## src/rtl/click_cls_pkg.sv

```systemverilog
package click_cls_pkg;
  typedef enum logic {
    WIN_IDLE = 1'b0,
    WIN_OPEN = 1'b1
  } win_state_e;

  function automatic int unsigned cnt_width(input int unsigned delta);
    return (delta > 1) ? $clog2(delta) : 1;
  endfunction
endpackage

```

## src/rtl/click_window.sv

```systemverilog
module click_window
  import click_cls_pkg::*;
#(
  parameter int unsigned DELTA = 4
) (
  input  logic clk_i,
  input  logic rst_ni,
  input  logic click_i,
  input  logic tick_i,
  output logic start_o,
  output logic close_o,
  output logic open_o
);
  localparam int unsigned CntW = cnt_width(DELTA);
  localparam logic [CntW-1:0] LastCnt = CntW'(DELTA - 1);

  win_state_e      state_q;
  logic [CntW-1:0] cnt_q;

  assign open_o  = (state_q == WIN_OPEN);
  assign start_o = (state_q == WIN_IDLE) && click_i;
  assign close_o = open_o && tick_i && (cnt_q == LastCnt);

  always_ff @(posedge clk_i or negedge rst_ni) begin
    if (!rst_ni) begin
      state_q <= WIN_IDLE;
      cnt_q   <= '0;
    end else if (start_o) begin
      state_q <= WIN_OPEN;
      cnt_q   <= '0;
    end else if (open_o && tick_i) begin
      if (cnt_q == LastCnt) begin
        state_q <= WIN_IDLE;
        cnt_q   <= '0;
      end else begin
        cnt_q <= cnt_q + 1'b1;
      end
    end
  end

  a_r3_cnt_bound: assert property (@(posedge clk_i) disable iff (!rst_ni)
    cnt_q <= LastCnt);
  a_r2_open_needs_click: assert property (@(posedge clk_i) disable iff (!rst_ni)
    $rose(open_o) |-> $past(click_i));
  a_r3_fresh_count: assert property (@(posedge clk_i) disable iff (!rst_ni)
    $rose(open_o) |-> cnt_q == '0);
  a_r8_no_restart: assert property (@(posedge clk_i) disable iff (!rst_ni)
    (open_o && !tick_i) |=> (open_o && $stable(cnt_q)));
  a_r9_close_to_idle: assert property (@(posedge clk_i) disable iff (!rst_ni)
    close_o |=> !open_o);
endmodule

```

## src/rtl/click_flag.sv

```systemverilog
module click_flag (
  input  logic clk_i,
  input  logic rst_ni,
  input  logic click_i,
  input  logic start_i,
  input  logic open_i,
  output logic seen_o
);
  logic extra_q;

  // clicks on the closing cycle are included via the combinational term
  assign seen_o = extra_q || (open_i && click_i);

  always_ff @(posedge clk_i or negedge rst_ni) begin
    if (!rst_ni)                extra_q <= 1'b0;
    else if (start_i)           extra_q <= 1'b0;
    else if (open_i && click_i) extra_q <= 1'b1;
  end

  a_r6_flag_sets: assert property (@(posedge clk_i) disable iff (!rst_ni)
    (open_i && click_i) |=> extra_q);
  a_r5_flag_clears: assert property (@(posedge clk_i) disable iff (!rst_ni)
    start_i |=> !extra_q);
endmodule

```

## src/rtl/click_result.sv

```systemverilog
module click_result (
  input  logic clk_i,
  input  logic rst_ni,
  input  logic close_i,
  input  logic seen_i,
  output logic single_o,
  output logic double_o
);
  always_ff @(posedge clk_i or negedge rst_ni) begin
    if (!rst_ni) begin
      single_o <= 1'b0;
      double_o <= 1'b0;
    end else begin
      single_o <= close_i && !seen_i;
      double_o <= close_i && seen_i;
    end
  end

  a_r4_exclusive: assert property (@(posedge clk_i) disable iff (!rst_ni)
    !(single_o && double_o));
  a_r4_single_width: assert property (@(posedge clk_i) disable iff (!rst_ni)
    single_o |=> !single_o);
  a_r4_double_width: assert property (@(posedge clk_i) disable iff (!rst_ni)
    double_o |=> !double_o);
  a_r3_pulse_after_close: assert property (@(posedge clk_i) disable iff (!rst_ni)
    close_i |=> (single_o || double_o));
endmodule

```

## src/rtl/click_classifier.sv

```systemverilog
module click_classifier #(
  parameter int unsigned DELTA = 4
) (
  input  logic clk_i,
  input  logic rst_ni,
  input  logic click_i,
  input  logic tick_i,
  output logic single_o,
  output logic double_o
);
  logic start, close, open_w, seen;

  initial begin
    a_delta_min: assert (DELTA >= 1);
  end

  click_window #(.DELTA(DELTA)) u_window (
    .clk_i   (clk_i),
    .rst_ni  (rst_ni),
    .click_i (click_i),
    .tick_i  (tick_i),
    .start_o (start),
    .close_o (close),
    .open_o  (open_w)
  );

  click_flag u_flag (
    .clk_i   (clk_i),
    .rst_ni  (rst_ni),
    .click_i (click_i),
    .start_i (start),
    .open_i  (open_w),
    .seen_o  (seen)
  );

  click_result u_result (
    .clk_i    (clk_i),
    .rst_ni   (rst_ni),
    .close_i  (close),
    .seen_i   (seen),
    .single_o (single_o),
    .double_o (double_o)
  );
endmodule

```

## config.mk

```make
export PLATFORM = sky130hd
export DESIGN_NAME = click_classifier
export DESIGN_NICKNAME = d
export VERILOG_FILES = /design/src/rtl/click_cls_pkg.sv /design/src/rtl/click_window.sv /design/src/rtl/click_flag.sv /design/src/rtl/click_result.sv /design/src/rtl/click_classifier.sv
export SDC_FILE = /design/constraint.sdc
export NUM_CORES = 1
export LEC_CHECK = 0
export BUFFER_PORTS_ARGS = -buffer_cell sky130_fd_sc_hd__buf_4
export CAP_MARGIN = 0
export CORE_AREA = 2 2 39 41
export CTS_CLUSTER_DIAMETER = 60
export DETAILED_ROUTE_END_ITERATION = 16
export DIE_AREA = 0 0 41 43
export MAX_ROUTING_LAYER = met4
export PLACE_DENSITY = 0.46
export REMOVE_ABC_BUFFERS = 1
export SYNTH_ARGS = -nofsm -noshare
export SYNTH_HDL_FRONTEND = slang
export SYNTH_SLANG_ARGS = --single-unit
```

## constraint.sdc

```tcl
create_clock -name clk_i -period 1.6 [get_ports clk_i]
set_clock_uncertainty 0.1 [all_clocks]
set_input_delay 0 -clock clk_i [delete_from_list [all_inputs] [get_ports clk_i]]
set_output_delay 0 -clock clk_i [all_outputs]
set_load 0.01 [all_outputs]
```

==> run_results.csv, run 1 <==
group,metric,value,unit
status,outcome,"finished clean",
floorplan,start_util,0.1826,
grt,antenna_found_initial,0,
run,drv_cap,0,
sta,hold_viol,0,
pwr,combPwrFrac,0.309,
routing,wire_per_inst,10.98,um
place,place_congestion,0.6211,
routing,vias,209,
place,placed_cells,40,
critical_path,path_delay_family,"buffers and inverters",
critical_path,slowest_delay,560,ps
routing,antenna_left,0,
pwr,p_sw_frac,0.2871,
routing,drc_errors,0,
synth,netlist_area,252.7,um2
synth,syn_avg_cell_area,13.30,um2
sta,fin_crit_sh,0.9556,
grt,grt_max_degree,8,
routing,via_per_inst,4.265,
floorplan,io_pins,6,
routing,wirelength,538,um
sta,fin_crit,1529,ps
clocking,clock_sinks,6,
critical_path,crit_type,"register to register",
clocking,clockRootBuffer,"clkbuf_4",
cells_and_area,num_antenna_cells,0,
cells_and_area,nets,40,
sta,finalSetupViolCount,0,
pwr,p_total,556.7,uW
pwr,switching_power,159.9,uW
floorplan,chipHeight,43,um
floorplan,core,1384,um2
synth,synth_seq_cells,6,
place,placedInstanceArea,310.3,um2
synth,yosys.area.top_type,"dfrtp_1",
cells_and_area,fin_cells,49,
cells_and_area,area_growth_syn_to_layout,55.45,%
grt,grt.total_usage,0.08282,
worst_hold_path,hold_path.class,"input pin to register",
routing,drtIter0Drc,0,
pwr,p_clk_frac,0.248,
critical_path,path_cells,"ha_2 > nand3_1 > nor3_1 > dlygate4sd3_1",
clocking,clk_latency,240,ps
synth,yosysSeqAreaShare,0.5941,
sta,slew_headroom,0.8116,
synth,netlist.area_leader.share,0.5941,
grt,grt.overflow.total,0,
synth,synthTopCellsByArea,"dfrtp_1 (59%), and4bb_1 (5.0%), ha_1 (5.0%), mux2_1 (4.5%), mux2_2 (4.5%)",
floorplan,fp.dieW,41,um
place,io_buffers,5,
clocking,clk_pin_slew,40,ps
cells_and_area,final_cell_mix,"buf_4 (6), dfrtp_1 (6), dlygate4sd3_1 (5), nor2_1 (3), clkbuf_4 (3)",
clocking,clk_path_buf_depth,2,
pwr,ir_worst_vdd,420.5,uV
clocking,cts_made_buffers,3,
synth,syn_inst,19,
synth,synth_cell_types,12,
synth,ys_warn_count,0,
routing,dr.pass1.iters,1,
sta,final_max_slew_viol_count,0,
floorplan,die_area,1763,um2
cells_and_area,fillers,148,
critical_path,cpMaxStageDelayCell,"dlygate4sd3_1",
sta,max_slew.worst_pin.slew,281.7,ps
cells_and_area,drive_gt1_frac,0.3636,
pwr,p_leak,0.1872,nW
critical_path,crit_fanout,3,
pwr,seqPwrFrac,0.443,
floorplan,fp-row-count,14,
critical_path,crit_buf_inv,1,
grt,grt_pass1_wl,848,um
sta,fmax,654.0,MHz
critical_path,crit_required,1680,ps
sta,tns,0,ps
pwr,p_per_area,1417,nW/um2
critical_path,start_kind,"register",
critical_path,critPathCaptureType,"register",
critical_path,cp_data_arrival_time,1610,ps
cells_and_area,fin_area,392.9,um2
pwr,power.internal,396.8,uW
grt,grt_pass1_vias,219,
clocking,cts_tree,"built",
sta,hold_ws,426.7,ps
clocking,cts_max_level,1,
==> power groups by stage <==
stage                     clock, mW  combinational, mW  sequential [mW]
after detailed placement          0              0.145            0.251
after global routing          0.152              0.197            0.255
after global placement            0              0.132            0.242
final                         0.138              0.172            0.247
after floorplan                   0              0.104            0.240
after CTS                     0.145              0.153            0.249
==> layout make-up <==
class,count,area (um2),area share
multi-input combinational,13,105.1,0.2675
tap,16,20.02,0.05096
sequential,6,150.1,0.3822
clock buffer,3,22.52,0.05732
timing repair buffer,11,95.09,0.2420
==> what timing repair did <==
item	in CTS	in global routing
buffers inserted	0	1
hold buffers	5	0
gates resized for setup	0	1
hold endpoints to repair	10	0
setup endpoints to repair	0	1
==> synthesized netlist by cell type <==
master and count:
a31oi_1 1, mux2_2 1, a211o_1 1, nor2_1 3, mux2_1 1, nand3_1 1
and4bb_1 1, and3b_2 1, dfrtp_1 6, ha_1 1, a22o_1 1, nor3_1 1
==> worst min-delay path: cells and delay by family <==
kind | cells | cell delay [ps]
buffers and inverters | 2 | 650
AO/OA/AOI/OAI | 1 | 70
==> flip-flops by register name, summed over array words and instances, names as in the netlist <==
register	cells
u_flag.extra_q	1
u_window.cnt_q	2
u_result.single_o	1
u_window.open_o	1
u_result.double_o	1
==> layer usage <==
layer  GRT usage  vias up  part of all wire
met1     0.08525       98              0.43
met4     0.08000        0             0.028
met5           -        -                 0
met2      0.1031        8              0.47
met3     0.04712        2             0.059
li1            -      101                 -
==> worst paths after layout <==
check | start | end | slack [ps] | cells past startpoint
max in group asynchronous | rst_ni | u_window.cnt_q[1] | 580 | 3
worst min register to register | u_flag.extra_q | u_result.double_o | 440 | 2
worst max register to register | u_window.cnt_q[0] | u_result.single_o | 70 | 4
min in group asynchronous | rst_ni | u_result.double_o | 600 | 3
worst min-delay path | tick_i | u_window.open_o | 430 | 3
worst max-delay path | u_window.cnt_q[0] | u_result.single_o | 70 | 4
==> cell families after synthesis <==
group,Yosys count,share of synthesized area
simple gates,7,0.1732
flops,6,0.5940
compound gates,3,0.09409
mux,2,0.08910
fa+ha+maj,1,0.04950
==> through the flow <==
| step | worst slack, ps | util |
|---|---|---|
| after floorplan | 277.3 | - |
| after global placement | 267.2 | 0.2242 |
| after detailed placement | 221.1 | 0.2242 |
| after CTS | 49.29 | 0.2767 |
| after global routing | -13.57 | 0.2839 |
| final | 70.98 | 0.2839 |
Power figures use the tool's default switching activity.
==> run 2, diff against run 1 <==
--- a/config.mk
+++ b/config.mk
@@ -5,12 +5,13 @@
 export SDC_FILE = /design/constraint.sdc
 export NUM_CORES = 1
 export LEC_CHECK = 0
+export ABC_CLOCK_PERIOD_IN_PS = 1600
 export BUFFER_PORTS_ARGS = -buffer_cell sky130_fd_sc_hd__buf_4
 export CAP_MARGIN = 0
-export CORE_AREA = 2 2 39 41
+export CORE_AREA = 3 3 40 42
 export CTS_CLUSTER_DIAMETER = 60
 export DETAILED_ROUTE_END_ITERATION = 16
-export DIE_AREA = 0 0 41 43
+export DIE_AREA = 0 0 43 45
 export MAX_ROUTING_LAYER = met4
 export PLACE_DENSITY = 0.46
 export REMOVE_ABC_BUFFERS = 1
==> run 2 against run 1 <==
Compared with the run above: sequential share of layout area grew 1.9 points; clock power decreased by 4%; wire length shrank 17%; sequential power about the same; sequential cell count unchanged; total power decreased by 5.0%; critical path type unchanged; critical endpoint unchanged; highest routed layer is now met3.
==> run_results.csv, run 2 (synthesis results as in run 1) <==
group,metric,value,unit
sta,tns,0,ps
routing,via_per_inst,4.087,
cells_and_area,drive_gt1_frac,0.3548,
grt,grt.overflow.total,0,
critical_path,crit_required,1670,ps
sta,rsz0062_at_grt,"false",
routing,drtIter0Drc,1,
clocking,clk_latency,240,ps
sta,fin_crit_sh,0.9522,
routing,wirelength,445,um
critical_path,crit_buf_inv,1,
sta,fmax,656.4,MHz
clocking,cts_max_level,1,
floorplan,die_area,1935,um2
routing,met3_length,40,um
sta,max_slew.worst_pin.slew,190.7,ps
sta,final_max_slew_viol_count,0,
routing,wire_per_inst,9.674,um
routing,highest_layer,"met3",
sta,hold_viol,0,
floorplan,core,1285,um2
critical_path,critPathCaptureType,"register",
routing,wl_met1,209,um
cells_and_area,final_cell_mix,"dfrtp_1 (6), buf_4 (5), dlygate4sd3_1 (4), nor2_1 (3), clkbuf_4 (3)",
sta,slew_headroom,0.8724,
place,placed_cells,39,
floorplan,fp-row-count,13,
routing,vias,188,
cells_and_area,final_common_cell,"dfrtp_1",
cells_and_area,fin_cells,46,
place,hpwl,333.2,um
grt,antenna_found_initial,0,
grt,grt_pass1_wl,759,um
critical_path,cpMaxStageDelayCell,"dlygate4sd3_1",
place,place_congestion,0.7230,
grt,grt_pass1_vias,191,
floorplan,start_util,0.1967,
place,io_buffers,5,
clocking,clock_sinks,6,
routing,antenna_left,0,
clocking,clk_path_buf_depth,2,
pwr,p_per_area,1413,nW/um2
critical_path,cp_data_arrival_time,1600,ps
cells_and_area,largest_reg_flops,2,
grt,grt.total_usage,0.06223,
cells_and_area,num_antenna_cells,0,
cells_and_area,nets,38,
sta,fin_crit,1524,ps
pwr,p_leak,0.1780,nW
critical_path,start_kind,"register",
critical_path,crit_type,"register to register",
routing,drc_errors,0,
clocking,cts_tree,"built",
clocking,clockRootBuffer,"clkbuf_4",
cells_and_area,regMostFlops,"u_window.cnt_q",
sta,finalSetupViolCount,0,
pwr,ir_worst_vdd,514.6,uV
clocking,cts_made_buffers,3,
worst_hold_path,hold_path.class,"input pin to async pin",
run,drv_cap,0,
floorplan,io_pins,6,
critical_path,path_delay_family,"buffers and inverters",
critical_path,slowest_delay,560,ps
cells_and_area,area_growth_syn_to_layout,48.02,%
floorplan,chipHeight,45,um
status,outcome,"finished clean",
routing,wl_met2,195,um
critical_path,path_cells,"ha_2 > nand3_1 > nor3_1 > dlygate4sd3_1",
floorplan,fp.dieW,43,um
critical_path,crit_fanout,4,
grt,grt_max_degree,8,
routing,dr.pass1.iters,2,
clocking,clk_pin_slew,40,ps
-- run 2: cell count changes in the layout (fill, tap and decap cells not counted), sizes merged --
| cell | delta |
|---|---|
| buf | -1 |
| dlygate4sd3 | -1 |
-- run 2: where the power goes --
part	internal (mW)	switching [mW]	total (mW)
registers	0.202	0.0414	0.244
logic	0.0952	0.0565	0.152
clock network	0.0844	0.0486	0.133
total	0.382	0.147	0.529
-- run 2: cell type report --
cell class	count	area [um2]
Clock buffer	3	22.52
Fill cell	135	910.9
Multi-Input combinational cell	13	105.1
Sequential cell	6	150.1
Tap cell	15	18.77
Timing Repair Buffer	9	77.57
-- run 2: layer usage --
metal  vias to the layer above  global-route usage
met3                         0             0.05179
met5                         -                   -
met1                        87             0.05911
met2                         5             0.07784
li1                         96                   -
met4                         0             0.05422
-- run 2: what timing repair did --
item | CTS | global route
setup endpoints to repair | 0 | 1
resized for setup | 0 | 1
buffers inserted | 0 | 0
endpoints found under the hold margin | 10 | 0
hold buffers | 4 | 0
-- run 2: worst register-to-register path, delay by kind of cell (launching register included) --
kind,cells,cell delay (ps)
adders and majority gates,1,200
buffers and inverters,1,560
DFF,1,370
and+or+nand+nor,2,230
-- run 2: metrics by stage --
step / total power, mW / cell area (um2) / util / hold WS [ps] / setup WS (ps)
floorplan: 0.3437 / 252.7 / - / -395.6 / 277.3
global placement: 0.3831 / 309.0 / 0.2405 / -288.5 / 250.0
detailed placement: 0.3893 / 309.0 / 0.2405 / -287.7 / 235.8
CTS: 0.5399 / 371.6 / 0.2892 / 1.797 / 53.34
global route: 0.5869 / 374.1 / 0.2911 / 4.242 / 0.4697
finish: 0.5286 / 374.1 / 0.2911 / 10.54 / 76.43
-- run 2: worst paths after layout --
kind,start,end,slack (ps),cells past startpoint
max,u_window.cnt_q[0],u_result.single_o,80,4
min,rst_ni,u_window.cnt_q[0],10,2
max reg2reg,u_window.cnt_q[0],u_result.single_o,80,4
min reg2reg,u_flag.extra_q,u_result.double_o,420,2
max in group asynchronous,rst_ni,u_result.single_o,1270,2
min in group clk_i,u_flag.extra_q,u_result.double_o,420,2
==> run 3, diff against run 2 <==
--- a/config.mk
+++ b/config.mk
@@ -5,6 +5,7 @@
 export SDC_FILE = /design/constraint.sdc
 export NUM_CORES = 1
 export LEC_CHECK = 0
+export ABC_AREA = 1
 export ABC_CLOCK_PERIOD_IN_PS = 1600
 export BUFFER_PORTS_ARGS = -buffer_cell sky130_fd_sc_hd__buf_4
 export CAP_MARGIN = 0
==> run 3 against run 2 <==
Compared with the run above: global-route usage is 0.18 points lower; highest routed layer is now met4; clock-buffer cell count stayed put; first-iteration DRC count is 100% lower; critical endpoint is now u_window.cnt_q[0]; largest power group unchanged.
==> run_results.csv, run 3 <==
group,metric,value,unit
cells_and_area,drive_gt1_frac,0.2683,
floorplan,fp-row-count,13,
clocking,cts_setup_buffers,0,
pwr,p_leak,0.2108,nW
synth,synth-main-ff-cell,"dfrtp_1",
sta,slew_headroom,0.8156,
clocking,clockRootBuffer,"clkbuf_4",
clocking,clock_sinks,6,
pwr,seqPwrFrac,0.449,
cells_and_area,final_cell_mix,"nand2_1 (7), dfrtp_1 (6), buf_4 (5), inv_1 (4), dlygate4sd3_1 (4)",
critical_path,start_kind,"register",
sta,final_max_slew_viol_count,0,
synth,synth_edf_count,0,
synth,yosysMostFrequentCell,"nand2_1",
sta,setup_ws,560.7,ps
grt,grt.overflow.total,0,
pwr,ir_worst_vdd,283.9,uV
synth,synthTopCellsByArea,"dfrtp_1 (58%), nand2_1 (10%), nand3_1 (5.8%), inv_1 (5.8%), ha_1 (4.9%)",
synth,async_flop_share,1.000,
cells_and_area,final_common_cell,"nand2_1",
clocking,clk_pin_slew,50,ps
worst_hold_path,hold_path.class,"register to register",
floorplan,io_pins,6,
sta,fin_crit_sh,0.6496,
sta,finalSetupViolCount,0,
synth,synth_seq_cells,6,
pwr,p_sw_frac,0.3206,
synth,syn_avg_cell_area,8.888,um2
routing,wire_per_inst,8.929,um
synth,synthAdderAreaFrac,0.04854,
synth,yosysSeqAreaShare,0.5825,
grt,antenna_found_initial,0,
critical_path,crit_type,"register to register",
synth,ys_warn_count,0,
synth,netlist.area_leader.share,0.5825,
run,drv_cap,0,
routing,drc_errors,0,
cells_and_area,largest_reg_flops,2,
critical_path,path_delay_family,"flip-flops",
synth,synth_xor_area_frac,0,
floorplan,fp.dieW,43,um
floorplan,core,1285,um2
pwr,power.internal,346.9,uW
synth,synth-compound-area-share,0.01942,
pwr,p_clk_frac,0.276,
pwr,p_total,510.6,uW
cells_and_area,num_antenna_cells,0,
cells_and_area,nets,48,
routing,dr.pass1.iters,1,
sta,max_slew.worst_pin.slew,275.8,ps
place,hpwl,371.7,um
place,dp_slack,575.1,ps
routing,wirelength,500,um
status,outcome,"finished clean",
grt,grt_max_degree,7,
synth,synthMuxAreaShare,0,
sta,fmax,962.2,MHz
floorplan,start_util,0.2006,
critical_path,cp_data_arrival_time,1130,ps
clocking,clk_path_buf_depth,2,
cells_and_area,area_growth_syn_to_layout,46.12,%
grt,grt_pass1_wl,779,um
routing,antenna_left,0,
sta,hold_ws,412.7,ps
critical_path,path_cells,"ha_1 > nor2_1 > nand3_1 > nand2_1",
critical_path,crit_required,1690,ps
sta,hold_viol,0,
synth,synthSimpleGateAreaFrac,0.2767,
critical_path,critPathCaptureType,"register",
grt,grt_pass1_vias,231,
floorplan,die_area,1935,um2
place,place_congestion,0.7544,
sta,fin_crit,1039,ps
synth,netlist_area,257.7,um2
pwr,switching_power,163.7,uW
synth,netlist_top_cells_count,"nand2_1 (7), dfrtp_1 (6), inv_1 (4)",
routing,vias,215,
sta,tns,0,ps
pwr,p_per_area,1356,nW/um2
pwr,combPwrFrac,0.275,
clocking,postCtsHoldBufs,4,
clocking,clk_latency,250,ps
critical_path,cpMaxStageDelayCell,"dfrtp_1",
clocking,cts_tree,"built",
routing,drtIter0Drc,0,
sta,rsz0062_at_grt,"false",
critical_path,crit_buf_inv,0,
routing,via_per_inst,3.839,
cells_and_area,regMostFlops,"u_window.cnt_q",
synth,synth_cell_types,10,
critical_path,crit_fanout,3,
grt,grt.total_usage,0.06040,
clocking,post_cts_resized,0,
critical_path,slowest_delay,400,ps
place,io_buffers,5,
clocking,cts_max_level,1,
synth,synth_top_family_by_area,"simple AND/OR/NAND/NOR gates",
clocking,cts_made_buffers,3,
floorplan,chipHeight,45,um
synth,syn_inst,29,
synth,yosys.area.top_type,"dfrtp_1",
==> run 3: cell count changes after synthesis, moves of 2 or more <==
cell	previous run	this run
nand3_1	1	3
nand2_2	0	2
inv_1	0	4
nand2_1	0	7
==> run 3: final cells by class <==
cell class | instances | area, um2
multi-input cells | 18 | 88.84
repair buffers | 9 | 77.57
well taps | 15 | 18.77
fillers | 142 | 908.4
flip-flops and latches | 6 | 150.1
inverters | 5 | 18.77
clock buffers | 3 | 22.52
==> run 3: cell families after synthesis <==
logic type      count (synthesis)
fa+ha+maj                       1
buf+inv                         5
flops                           6
compound gates                  1
simple gates                   16
==> run 3: worst min-delay path, stage by stage (launching register included) <==
cell and delay, ps:
dfrtp_1 350, nand3_1 80, nand2_1 50
==> run 3: final timing paths <==
kind,from,endpoint,slack [ps],cells past startpoint
worst min register to register,u_window.cnt_q[1],u_window.cnt_q[1],410,2
worst max register to register,u_window.cnt_q[0],u_window.cnt_q[0],560,4
min in group asynchronous,rst_ni,u_result.single_o,590,3
worst min-delay path,u_window.cnt_q[1],u_window.cnt_q[1],410,2
max in group asynchronous,rst_ni,u_flag.extra_q,590,3
worst max-delay path,u_window.cnt_q[0],u_window.cnt_q[0],560,4
==> run 3: per-layer routing <==
layer | up-vias | track usage | part of all wire | routed length, um
li1 | 111 | - | - | -
met1 | 96 | 0.04902 | 0.43 | 217
met2 | 6 | 0.1048 | 0.48 | 241
met3 | 2 | 0 | 0.048 | 24
met4 | 0 | 0.09036 | 0.034 | 17
met5 | - | - | 0 | 0
==> run 3: power by group through the flow <==
stage	Combinational, mW	Sequential, mW	Clock [mW]
after floorplan	0.0994	0.224	0
after global placement	0.131	0.230	0
after detailed placement	0.138	0.229	0
after CTS	0.143	0.230	0.148
after global routing	0.166	0.234	0.154
final	0.140	0.229	0.141
==> run 3: through the flow <==
stage / util / cells / cell area, um2
2_1_floorplan: - / 29 / 257.7
3_3_place_gp: 0.2444 / 49 / 314.1
3_5_place_dp: 0.2444 / 49 / 314.1
4_1_cts: 0.2931 / 56 / 376.6
5_1_grt: 0.2931 / 56 / 376.6
6_report: 0.2931 / 56 / 376.6
